===== src/rtl/zps_pkg.sv =====
package zps_pkg;

  typedef enum logic [1:0] {
    ST_IDLE  = 2'd0,
    ST_DELAY = 2'd1,
    ST_PULSE = 2'd2,
    ST_STOP  = 2'd3
  } zps_state_e;

endpackage


===== src/rtl/zps_sync.sv =====
module zps_sync (
  input  logic clk,
  input  logic rst,
  input  logic async_i,
  output logic evt_o
);

  logic meta_q, sync_q, prev_q;

  always_ff @(posedge clk) begin
    if (rst) begin
      meta_q <= 1'b0;
      sync_q <= 1'b0;
      prev_q <= 1'b0;
    end else begin
      meta_q <= async_i;
      sync_q <= meta_q;
      prev_q <= sync_q;
    end
  end

  assign evt_o = sync_q & ~prev_q;

  // a level held high yields a single-cycle event
  p_single_evt_r9: assert property (@(posedge clk) disable iff (rst)
    evt_o |=> !evt_o);

endmodule


===== src/rtl/zps_width_rom.sv =====
module zps_width_rom #(
  parameter int AMP_W      = 2,
  parameter int CNT_W      = 19,
  parameter int BASE_TICKS = 60,
  parameter int STEP_TICKS = 30,
  parameter int DIR_TICKS  = 120
) (
  input  logic [AMP_W-1:0] amp_i,
  input  logic             dir_i,
  output logic [CNT_W-1:0] width_o
);

  localparam int LEVELS  = 2 ** AMP_W;
  localparam int ENTRIES = 2 * LEVELS;

  logic [CNT_W-1:0] table_w [ENTRIES];

  for (genvar i = 0; i < ENTRIES; i++) begin : g_entry
    assign table_w[i] = CNT_W'(BASE_TICKS + (i % LEVELS) * STEP_TICKS
                               + (i / LEVELS) * DIR_TICKS);
  end

  assign width_o = table_w[{dir_i, amp_i}];

endmodule


===== src/rtl/zps_seq.sv =====
module zps_seq
  import zps_pkg::*;
#(
  parameter int CNT_W      = 19,
  parameter int DLY_TICKS  = 45,
  parameter int TMO_TICKS  = 745,
  parameter int STOP_TICKS = 300
) (
  input  logic             clk,
  input  logic             rst,
  input  logic             evt_i,
  input  logic             acq_i,
  input  logic [CNT_W-1:0] width_i,
  output logic             pulse_o
);

  localparam logic [CNT_W-1:0] DLY_LAST  = CNT_W'(DLY_TICKS - 1);
  localparam logic [CNT_W-1:0] TMO_LAST  = CNT_W'(TMO_TICKS - 1);
  localparam logic [CNT_W-1:0] STOP_LAST = CNT_W'(STOP_TICKS - 1);

  zps_state_e       st_q, st_n;
  logic [CNT_W-1:0] cnt_q, cnt_n;
  logic [CNT_W-1:0] wid_q, wid_n;
  logic             pend_q, pend_n;
  logic             pulse_q;

  always_comb begin
    st_n   = st_q;
    cnt_n  = cnt_q + 1'b1;
    wid_n  = wid_q;
    pend_n = pend_q;
    if (!acq_i) begin
      st_n   = ST_IDLE;
      cnt_n  = '0;
      pend_n = 1'b0;
    end else begin
      case (st_q)
        ST_IDLE: begin
          if (evt_i) begin
            st_n  = ST_DELAY;
            cnt_n = '0;
          end else if (cnt_q == TMO_LAST) begin
            st_n  = ST_STOP;
            cnt_n = '0;
          end
        end
        ST_DELAY: begin
          if (evt_i) begin
            cnt_n = '0;
          end else if (cnt_q == DLY_LAST) begin
            st_n  = ST_PULSE;
            cnt_n = '0;
            wid_n = width_i;
          end
        end
        ST_PULSE, ST_STOP: begin
          if (evt_i) pend_n = 1'b1;
          if ((st_q == ST_PULSE && cnt_q == wid_q - 1'b1) ||
              (st_q == ST_STOP && cnt_q == STOP_LAST)) begin
            cnt_n  = '0;
            pend_n = 1'b0;
            st_n   = (pend_q || evt_i) ? ST_DELAY : ST_IDLE;
          end
        end
        default: begin
          st_n  = ST_IDLE;
          cnt_n = '0;
        end
      endcase
    end
  end

  always_ff @(posedge clk) begin
    if (rst) begin
      st_q    <= ST_IDLE;
      cnt_q   <= '0;
      wid_q   <= '0;
      pend_q  <= 1'b0;
      pulse_q <= 1'b0;
    end else begin
      st_q    <= st_n;
      cnt_q   <= cnt_n;
      wid_q   <= wid_n;
      pend_q  <= pend_n;
      pulse_q <= (st_n == ST_PULSE) || (st_n == ST_STOP);
    end
  end

  assign pulse_o = pulse_q;

  // watchdog count never reaches its limit while idle
  p_wdog_bound_r7: assert property (@(posedge clk) disable iff (rst)
    (st_q == ST_IDLE) |-> (cnt_q <= TMO_LAST));

  // a pulse never outlasts its latched width
  p_pulse_len_r3: assert property (@(posedge clk) disable iff (rst)
    (st_q == ST_PULSE) |-> (cnt_q < wid_q));

  // latched width is stable for the whole pulse
  p_width_hold_r4: assert property (@(posedge clk) disable iff (rst)
    (st_q == ST_PULSE && $past(st_q) == ST_PULSE) |-> $stable(wid_q));

  // a pulse starts only from the final delay tick
  p_lead_r2: assert property (@(posedge clk) disable iff (rst)
    (st_q == ST_PULSE && $past(st_q) != ST_PULSE) |->
      ($past(st_q) == ST_DELAY && $past(cnt_q) == DLY_LAST));

endmodule


===== src/rtl/zc_pulse_seq.sv =====
module zc_pulse_seq #(
  parameter int AMP_W      = 2,
  parameter int CNT_W      = 19,
  parameter int DLY_TICKS  = 45,
  parameter int TMO_TICKS  = 745,
  parameter int STOP_TICKS = 300,
  parameter int BASE_TICKS = 60,
  parameter int STEP_TICKS = 30,
  parameter int DIR_TICKS  = 120
) (
  input  logic             clk,
  input  logic             rst,
  input  logic             zc_i,
  input  logic [AMP_W-1:0] amp_i,
  input  logic             dir_i,
  input  logic             acq_ok_i,
  output logic             pulse_o
);

  logic             zc_evt;
  logic [CNT_W-1:0] width_sel;

  zps_sync u_sync (
    .clk    (clk),
    .rst    (rst),
    .async_i(zc_i),
    .evt_o  (zc_evt)
  );

  zps_width_rom #(
    .AMP_W     (AMP_W),
    .CNT_W     (CNT_W),
    .BASE_TICKS(BASE_TICKS),
    .STEP_TICKS(STEP_TICKS),
    .DIR_TICKS (DIR_TICKS)
  ) u_rom (
    .amp_i  (amp_i),
    .dir_i  (dir_i),
    .width_o(width_sel)
  );

  zps_seq #(
    .CNT_W     (CNT_W),
    .DLY_TICKS (DLY_TICKS),
    .TMO_TICKS (TMO_TICKS),
    .STOP_TICKS(STOP_TICKS)
  ) u_seq (
    .clk    (clk),
    .rst    (rst),
    .evt_i  (zc_evt),
    .acq_i  (acq_ok_i),
    .width_i(width_sel),
    .pulse_o(pulse_o)
  );

  // losing acquisition blanks the output on the next cycle
  p_blank_r8: assert property (@(posedge clk) disable iff (rst)
    !acq_ok_i |=> !pulse_o);

  // output is low right after reset
  p_reset_low_r1: assert property (@(posedge clk)
    rst |=> !pulse_o);

endmodule


===== config.mk =====
export PLATFORM = sky130hd
export DESIGN_NAME = zc_pulse_seq
export DESIGN_NICKNAME = d
export VERILOG_FILES = /design/src/rtl/zps_pkg.sv /design/src/rtl/zps_sync.sv /design/src/rtl/zps_width_rom.sv /design/src/rtl/zps_seq.sv /design/src/rtl/zc_pulse_seq.sv
export SDC_FILE = /design/constraint.sdc
export NUM_CORES = 1
export LEC_CHECK = 0
export BUFFER_PORTS_ARGS = -buffer_cell sky130_fd_sc_hd__buf_2
export CELL_PAD_IN_SITES_DETAIL_PLACEMENT = 1
export CELL_PAD_IN_SITES_GLOBAL_PLACEMENT = 1
export CORE_UTILIZATION = 50
export DETAILED_ROUTE_END_ITERATION = 16
export GPL_TIMING_DRIVEN = 0
export HOLD_SLACK_MARGIN = 0.12
export PLACE_DENSITY = 0.86
export SLEW_MARGIN = 40
export SYNTH_ARGS = -nofsm -noshare
export SYNTH_HDL_FRONTEND = slang
export SYNTH_SLANG_ARGS = --single-unit

===== constraint.sdc =====
create_clock -name clk -period 6.1 [get_ports clk]
set_clock_uncertainty 0.2 [all_clocks]
set_input_delay 1.525 -clock clk [delete_from_list [all_inputs] [get_ports clk]]
set_output_delay 1.525 -clock clk [all_outputs]
set_load 0.005 [all_outputs]

==> impl_metrics.tcl <==
set metrics [dict create \
    drt_iter0_markers 41 \
    place.gp.congestion 0.794 \
    cts_root_buf "clkbuf_8" \
    grt_overflow_total 0 \
    wl_per_cell_um 17.2 \
    grt_pass1_wl_um 8220 \
    port_buffers 7 \
    required_ns 6.07 \
    antenna_left 0 \
    grt_pass1_vias 1774 \
    pin_count 8 \
    antenna_cells 0 \
    row_count 22 \
    track_usage_pct 26.5 \
    die_w_um 63.7 \
    p_leak_nw 0.763 \
    synthToLayoutAreaGrowth_pct 10.2 \
    cp_max_fo 10 \
    tritoncts.num_buffers 5 \
    hold_depth 1 \
    timing.final.crit_share_pct 55.8 \
    design.core.area_um2 3660 \
    synth_edf_count 0 \
    tightestPinTransition_ns 0.677 \
    vias 1620 \
    fin_nets 245 \
    clock_path_buffers 2 \
    postCtsSetupBuffers 0 \
    worstSetupEndpointType "flop" \
    fp.dieH_um 63.7 \
    tns_ns 0 \
    hold_violations 0 \
    clkTransAtPathRegs_ns 0.07 \
    async_flop_share_pct 0 \
    antenna_found_initial 0 \
    maxCapViolCount 0 \
    design_area_um2 2100 \
    hold_path_class "reg -> reg" \
    setup_violations 0 \
    ys_seq_area_share_pct 35.7 \
    clock-sinks 34 \
    grt_max_degree 11 \
    start_util_pct 52.0 \
    rr_worst_depth 10 \
    first_pass_iters 2 \
    synth_cells 218 \
    synth_area_um2 1900 \
    vdd.ir_drop.worst_mv 0.125 \
    final_cell_mix "dfxtp_1 (34), a21oi_1 (22), nor2_1 (19), xor2_1 (18)" \
    synth.ff_latch_count 34 \
    ctsHoldBuffers 0 \
    p_per_area_nw_per_um2 195 \
    holdWs_ns 0.268 \
    die_area_um2 4060 \
    ctsResizeCount 0 \
    wl_um 4840 \
    max_freq_mhz 294 \
    dpl_cell_area_um2 2000 \
    drive_gt1_share_pct 12.4 \
    ff2ff_setup_slack_ns 2.70 \
    clk_latency_ns 0.28 \
    htree_levels 2 \
    grt_setup_unrepaired "no" \
    startpoint_type "flop" \
    layout_commonest_cell "dfxtp_1" \
    slew_headroom_pct 54.8 \
    vias_per_cell 5.77 \
    syn_avg_cell_area_um2 8.74 \
    crit_type "reg -> reg" \
    status "complete, no violations" \
    drc 0 \
    min_period_ns 3.40 \
    ys_warn_count 0 \
    synthesis.nets 231 \
    hpwl_um 3490 \
    arrival_ns 3.38 \
    yosys_most_used_dff "dfxtp_1" \
    slew_violations 0 \
    cts_tree "done" \
    yosysUniqueCellTypes 49 \
    n_fill_cell 452 \
]
==> sequential cells by signal, summed over array words and instances, names as in the netlist <==
name           cells
u_seq.cnt_q       19
u_seq.pend_q       1
u_seq.pulse_o      1
u_seq.st_q         2
u_seq.wid_q        8
u_sync.meta_q      1
u_sync.prev_q      1
u_sync.sync_q      1
==> critical path: stages (launching register included) <==
cell,delay [ns]
dfxtp_1,0.38
nor4_2,0.54
and3b_1,0.25
ha_1,0.24
xor2_1,0.14
nand3_1,0.09
a2111oi_1,0.55
nand4_1,0.27
nand2_1,0.36
buf_6,0.20
a21oi_1,0.08
==> synth_stat cells, types with 3 or more instances <==
library cell,count,area (um^2)
dfxtp_1,34,681
mux2i_1,4,40.0
a21o_1,3,22.5
nor2b_1,5,31.3
and3_1,4,25.0
a211oi_1,3,22.5
nand2_1,16,60.1
inv_1,7,26.3
nand3_1,16,80.1
nor3_1,5,25.0
nor4_1,3,18.8
ha_1,6,75.1
nand4_1,4,25.0
a21oi_1,22,110
xor2_1,18,158
nor2_1,19,71.3
xnor2_1,9,78.8
==> stage by stage <==
step	utilization (%)	power (W)	worst slack, ns	instances
2_1_floorplan	-	0.000240	3.17	218
3_3_place_gp	54.6	0.000245	2.46	273
3_5_place_dp	54.6	0.000246	2.43	273
4_1_cts	57.1	0.000413	2.33	281
5_1_grt	57.3	0.000425	2.48	281
6_report	57.3	0.000410	2.70	281
==> report_power, final <==
part / switching, W / internal (W)
Sequential: 0.00000169 / 0.000224
Clock: 0.0000780 / 0.0000910
Combinational: 0.00000916 / 0.00000676
==> logic make-up (layout without fill, tap and decap cells) <==
kind of cell	count (synthesis)	count (layout)	synth area share, %
AOI/OAI and AO/OA	44	44	16.6
xor gates and xnor gates	27	27	12.4
adders and majority gates	6	6	3.94
buffers and inverters	14	29	4.20
DFF	34	34	35.7
muxes	5	5	2.69
and+or+nand+nor	88	88	24.4
==> layout make-up <==
class / count / area (um^2) / share of cell area [%]
Multi-Input combinational cell: 170 / 1150 / 54.9
Sequential cell: 34 / 681 / 32.4
Clock buffer: 7 / 86.3 / 4.11
Tap cell: 48 / 60.1 / 2.86
Buffer: 7 / 53.8 / 2.56
Timing Repair Buffer: 7 / 35.0 / 1.67
Inverter: 7 / 26.3 / 1.25
Clock inverter: 1 / 5.00 / 0.239
==> per-layer routing <==
layer	track usage, %	up-vias	share of wire, %
li1	-	805	-
met1	30.5	785	44
met2	47.7	17	51
met3	5.80	13	2.1
met4	9.09	0	2.3
met5	0	-	0
==> worst paths after layout <==
path | startpoint | to
max | u_seq.wid_q[3] | u_seq.cnt_q[2]
min reg2reg | u_sync.meta_q | u_sync.sync_q
max reg2reg | u_seq.wid_q[3] | u_seq.cnt_q[2]
min | u_sync.meta_q | u_sync.sync_q
(Power assumes the default switching activity.)
